**config.mk**
```make
export PLATFORM = sky130hd
export DESIGN_NAME = guarded_regfile
export DESIGN_NICKNAME = d
export VERILOG_FILES = /design/src/rtl/grf_pkg.sv /design/src/rtl/grf_guard.sv /design/src/rtl/grf_store.sv /design/src/rtl/grf_rdport.sv /design/src/rtl/guarded_regfile.sv
export SDC_FILE = /design/constraint.sdc
export NUM_CORES = 1
export LEC_CHECK = 0
export BUFFER_PORTS_ARGS = -buffer_cell sky130_fd_sc_hd__buf_2
export CAP_MARGIN = 30
export CORE_MARGIN = 3
export CORE_UTILIZATION = 45
export DETAILED_ROUTE_END_ITERATION = 8
export GPL_ROUTABILITY_DRIVEN = 0
export RECOVER_POWER = 100
export SETUP_SLACK_MARGIN = 0.5
export SLEW_MARGIN = 20
export SYNTH_ARGS = -nofsm -noshare
export SYNTH_HDL_FRONTEND = slang
export SYNTH_SLANG_ARGS = --single-unit
```
**constraint.sdc**
```tcl
create_clock -name clk -period 1.8 [get_ports clk]
set_input_delay 0 -clock clk [delete_from_list [all_inputs] [get_ports clk]]
set_output_delay 0 -clock clk [all_outputs]
set_load 0.02 [all_outputs]
```
**src/rtl/grf_pkg.sv**
```systemverilog
package grf_pkg;

    // Fixed register indices (architectural, decoded by neighbouring logic)
    localparam int unsigned IDX_ZERO  = 0;
    localparam int unsigned IDX_GPR_LO = 1;
    localparam int unsigned IDX_GPR_HI = 7;
    localparam int unsigned IDX_FLAGS = 8;
    localparam int unsigned IDX_IP    = 9;
    localparam int unsigned IDX_SP    = 10;
    localparam int unsigned IDX_BP    = 11;
    localparam int unsigned IDX_PTB   = 12;
    localparam int unsigned IDX_VTB   = 13;
    localparam int unsigned IDX_CTL   = 14;
    localparam int unsigned IDX_RSVD  = 15;

    typedef enum logic [2:0] {
        CLS_ZERO,
        CLS_GPR,
        CLS_SPECIAL,
        CLS_PROT,
        CLS_RSVD
    } reg_class_e;

    function automatic reg_class_e classify(input logic [7:0] idx);
        reg_class_e c;
        if (idx == 8'(IDX_ZERO))          c = CLS_ZERO;
        else if (idx <= 8'(IDX_GPR_HI))   c = CLS_GPR;
        else if (idx <= 8'(IDX_BP))       c = CLS_SPECIAL;
        else if (idx <= 8'(IDX_CTL))      c = CLS_PROT;
        else                              c = CLS_RSVD;
        return c;
    endfunction

    // Classes whose storage is never written and always reads zero
    function automatic logic reads_zero(input reg_class_e c);
        return (c == CLS_ZERO) || (c == CLS_RSVD);
    endfunction

endpackage

```
**src/rtl/grf_guard.sv**
```systemverilog
module grf_guard
    import grf_pkg::*;
#(
    parameter int unsigned IDX_W = 4
) (
    input  logic             clk,
    input  logic             rst,
    input  logic             priv_i,
    input  logic             we_i,
    input  logic [IDX_W-1:0] waddr_i,
    output logic             commit_o,
    output logic             fault_o
);

    typedef struct packed {
        logic fault;
    } guard_state_t;

    guard_state_t st_d, st_q;
    reg_class_e   wcls;
    logic         deny;

    always_comb begin
        wcls     = classify(8'(waddr_i));
        deny     = we_i && (wcls == CLS_PROT) && !priv_i;
        commit_o = we_i && !deny && !reads_zero(wcls);
        st_d       = st_q;
        st_d.fault = deny;
        if (rst) begin
            st_d = '0;
        end
    end

    always_ff @(posedge clk) begin
        st_q <= st_d;
    end

    assign fault_o = st_q.fault;

endmodule

```
**src/rtl/grf_store.sv**
```systemverilog
module grf_store #(
    parameter int unsigned DEPTH  = 16,
    parameter int unsigned DATA_W = 32,
    parameter int unsigned IDX_W  = $clog2(DEPTH)
) (
    input  logic                          clk,
    input  logic                          rst,
    input  logic                          commit_i,
    input  logic [IDX_W-1:0]              waddr_i,
    input  logic [DATA_W-1:0]             wdata_i,
    output logic [DEPTH-1:0][DATA_W-1:0]  regs_o
);

    typedef struct packed {
        logic [DEPTH-1:0][DATA_W-1:0] regs;
    } store_state_t;

    store_state_t st_d, st_q;

    always_comb begin
        st_d = st_q;
        if (commit_i) begin
            st_d.regs[waddr_i] = wdata_i;
        end
        if (rst) begin
            st_d = '0;
        end
    end

    always_ff @(posedge clk) begin
        st_q <= st_d;
    end

    assign regs_o = st_q.regs;

endmodule

```
**src/rtl/grf_rdport.sv**
```systemverilog
module grf_rdport
    import grf_pkg::*;
#(
    parameter int unsigned DEPTH  = 16,
    parameter int unsigned DATA_W = 32,
    parameter int unsigned IDX_W  = $clog2(DEPTH)
) (
    input  logic [DEPTH-1:0][DATA_W-1:0] regs_i,
    input  logic [IDX_W-1:0]             raddr_i,
    input  logic                         commit_i,
    input  logic [IDX_W-1:0]             waddr_i,
    input  logic [DATA_W-1:0]            wdata_i,
    output logic [DATA_W-1:0]            rdata_o
);

    reg_class_e rcls;

    always_comb begin
        rcls = classify(8'(raddr_i));
        if (reads_zero(rcls)) begin
            rdata_o = '0;
        end else if (commit_i && (waddr_i == raddr_i)) begin
            rdata_o = wdata_i;
        end else begin
            rdata_o = regs_i[raddr_i];
        end
    end

endmodule

```
**src/rtl/guarded_regfile.sv**
```systemverilog
module guarded_regfile #(
    parameter int unsigned DEPTH  = 16,
    parameter int unsigned DATA_W = 32,
    parameter int unsigned N_RD   = 2,
    localparam int unsigned IDX_W = $clog2(DEPTH)
) (
    input  logic              clk,
    input  logic              rst,
    input  logic              priv_i,
    input  logic              we_i,
    input  logic [IDX_W-1:0]  waddr_i,
    input  logic [DATA_W-1:0] wdata_i,
    input  logic [IDX_W-1:0]  raddr_a_i,
    output logic [DATA_W-1:0] rdata_a_o,
    input  logic [IDX_W-1:0]  raddr_b_i,
    output logic [DATA_W-1:0] rdata_b_o,
    output logic              gp_fault_o
);

    logic                         commit;
    logic [DEPTH-1:0][DATA_W-1:0] regs;
    logic [N_RD-1:0][IDX_W-1:0]   raddr;
    logic [N_RD-1:0][DATA_W-1:0]  rdata;

    grf_guard #(.IDX_W(IDX_W)) u_guard (
        .clk      (clk),
        .rst      (rst),
        .priv_i   (priv_i),
        .we_i     (we_i),
        .waddr_i  (waddr_i),
        .commit_o (commit),
        .fault_o  (gp_fault_o)
    );

    grf_store #(.DEPTH(DEPTH), .DATA_W(DATA_W), .IDX_W(IDX_W)) u_store (
        .clk      (clk),
        .rst      (rst),
        .commit_i (commit),
        .waddr_i  (waddr_i),
        .wdata_i  (wdata_i),
        .regs_o   (regs)
    );

    assign raddr[0] = raddr_a_i;
    assign raddr[1] = raddr_b_i;

    for (genvar p = 0; p < N_RD; p++) begin : g_rd
        grf_rdport #(.DEPTH(DEPTH), .DATA_W(DATA_W), .IDX_W(IDX_W)) u_rd (
            .regs_i   (regs),
            .raddr_i  (raddr[p]),
            .commit_i (commit),
            .waddr_i  (waddr_i),
            .wdata_i  (wdata_i),
            .rdata_o  (rdata[p])
        );
    end

    assign rdata_a_o = rdata[0];
    assign rdata_b_o = rdata[1];

endmodule

```
==> results.yml <==
status:
  status: "finished, violations left"
  violations: "negative setup slack"
final_layout:
  nFillCells: 4970
  layout.nets: 2924
  drive_gt1_share_pct: 28.5
  area_growth_pct: 19.8
  num_antenna_cells: 0
  mostFrequentLayoutCell: "nand2_1"
  fin_area_um2: 31400
  multi_input_area_um2: 15000
  final_cell_mix: "899 x nand2_1, 448 x a21oi_1, 390 x dfxtp_1, 256 x mux4_2, 128 x mux2i_1"
  seq_area_um2: 10400
routing:
  initialDrtViolationCount: 1866
  drt-wirelength-per-cell_um: 25.6
  vias: 22486
  drt-total-wl_um: 94100
  drc: 0
  routed_via_density: 6.12
  dr.pass1.iters: 5
  antenna_left: 0
global_routing:
  antenna_found_initial: 2
  grt_pass1_vias: 22568
  grt_pass1_wl_um: 141000
  grt.overflow.total: 0
  grtUsageTotal_pct: 30.6
  grt_max_degree: 92
synthesis:
  synth.net_count: 2867
  synth_top_area_share_pct: 39.1
  synth_cell_types: 35
  synth-seq-cells: 513
  ys_warn_count: 0
  synthCells: 2819
  syn_area_um2: 26200
  yosysTopAreaCell: "dfxtp_1"
  yosysSeqAreaShare_pct: 39.1
  netlist_top_cells_area: "dfxtp_1 39%, mux4_2 22%, nand2_1 13%"
  syn_avg_cell_area_um2: 9.31
timing:
  fin_hold_ws_ps: 48.7
  rsz0062_at_grt: "true"
  fin_ws_ps: -392
  finClkSkew_ps: 0
  max_clock_freq_mhz: 456
  slew_headroom_pct: 19.0
  min_period_ps: 2190
  fin_crit_sh_pct: 122
  finalMaxSlewViolations: 0
  setup_viol: 197
  worstMarginPinSlew_ps: 1210
  hold_viol: 0
power:
  vdd_drop_max_v: 0.000769
  power.sequential.fraction_pct: 44.9
  p_leak_nw: 10.9
  p_sw_mw: 6.44
  comb_power_share_pct: 10.1
  sw_frac_of_total_pct: 25.0
  internal_power_mw: 19.3
  p_clk_share_pct: 45.1
  power_density_nw_per_um2: 820
  p_total_mw: 25.8
setup_path:
  critPathRequiredTime_ps: 1800
  start_kind: "flip-flop"
  critical_path_class: "flip-flop to output port"
  critPathArrivalTime_ps: 2190
  end_kind: "output port"
  worstPathMaxFanout: 3
hold_path:
  hold_class: "input pin to flip-flop"
clock_tree:
  path_clk_slew_ps: 60
  cts-root-buf: "clkbuf_16"
  cts_tree: "built"
  cts_sinks: 513
  numCtsBuffers: 55
  cts_buffer_depth: 3
  htreeDepth: 2
  insertion_delay_ps: 610
floorplan:
  initial_utilization_pct: 46.0
  die_x_um: 247
  rows: 87
  ioPinCount: 113
  core_area_um2: 57000
  die_area_um2: 61300
  fp.dieH_um: 247
placed_design:
  place_area_um2: 28700
  dpl.hpwl_um: 58700
  port_buffers: 112
flow_run:
  max_cap_violations: 0
==> cell usage after synthesis <==
library cell    n
a22o_1         64
or4_1           2
buf_6          19
nand3_1         3
buf_2          43
mux2i_1       161
or2_2           5
xnor2_1         8
or3b_2          1
nand2_1       905
and3b_1         1
a21oi_1       448
nor3_1          8
nor2_1         15
o21a_1          1
or3_1           3
and4_1          1
a22oi_1        14
a211oi_1        5
mux4_2        256
nand2b_1        6
nand4_1         4
buf_1          42
and2_1          1
nor2b_1        71
o211a_2         1
a21boi_0        1
nand3b_1        2
nor4b_1         1
nor4_1          1
nor3b_1         1
buf_4           5
clkbuf_1      206
dfxtp_1       513
o211ai_1        1
==> power groups by stage <==
| stage | registers [mW] | clock network [mW] | logic, mW |
|---|---|---|---|
| after floorplan | 11.8 | 0 | 1.60 |
| after global placement | 11.8 | 0 | 2.42 |
| after detailed placement | 11.8 | 0 | 2.45 |
| after CTS | 11.6 | 11.7 | 2.58 |
| after global routing | 11.6 | 12.2 | 2.71 |
| final | 11.6 | 11.6 | 2.59 |
==> logic make-up (layout without fill, tap and decap cells) <==
kind of cell | Yosys count | in the layout | synth area share (%)
xor+xnor | 8 | 8 | 0.267
buf+inv | 315 | 412 | 5.33
flops | 513 | 513 | 39.1
mux | 417 | 417 | 28.1
simple gates | 1031 | 1031 | 15.8
compound gates | 535 | 535 | 11.3
==> worst paths after layout <==
path / startpoint / endpoint / cells after the start / slack, ps
setup / recovery: u_store.regs_o[223]$_SDFFE_PP0P_ / rdata_a_o[31] / 6 / -390
hold / removal: waddr_i[3] / u_guard.fault_o$_SDFF_PP0_ / 5 / 50
setup reg to reg: u_store.regs_o[309]$_SDFFE_PP0P_ / u_store.regs_o[309]$_SDFFE_PP0P_ / 3 / 1060
hold reg to reg: u_store.regs_o[108]$_SDFFE_PP0P_ / u_store.regs_o[108]$_SDFFE_PP0P_ / 2 / 460
==> worst max-delay path: stages, from the launching register on <==
cell      delay (ps)
dfxtp_2          330
mux4_2           460
mux2i_2          200
a211oi_2         100
buf_4            170
a22o_1           180
buf_6            130
==> registers in the layout (all words and copies together) (netlist names) <==
name,cells
u_store.regs_o,512
u_guard.fault_o,1
==> repair_timing <==
item,4_1_cts,5_1_grt
gates resized for setup,164,117
hold buffers,35,0
endpoints found under the hold margin,469,0
setup buffers,1,2
endpoints found under the setup margin,64,65
pin swaps,17,17
==> area by class of cell <==
cell class	instances	share of cell area (%)
tap	756	3.01
sequential	513	33.2
clock buffer	83	5.36
clock inverter	14	0.509
timing repair buffer	315	10.1
multi-input combinational	1991	47.8
==> stage by stage <==
| step | instances | setup TNS (ps) | utilization (%) | setup slack [ps] |
|---|---|---|---|---|
| after floorplan | 2819 | 0 | - | 418 |
| after global placement | 3534 | -4470 | 50.3 | -215 |
| after detailed placement | 3536 | -2300 | 50.4 | -109 |
| after CTS | 3669 | -18540 | 55.0 | -422 |
| after global routing | 3672 | -45020 | 55.1 | -463 |
| final | 3672 | -30610 | 55.1 | -392 |
==> per-layer routing <==
layer / global-route usage, % / routed length, um / vias to the layer above
met1: 37.1 / 34900 / 11104
met5: 0 / 13 / -
met3: 5.82 / 8080 / 299
met2: 52.3 / 46000 / 1104
li1: - / - / 9977
met4: 15.0 / 5120 / 2
Power figures use the tool's default switching activity.
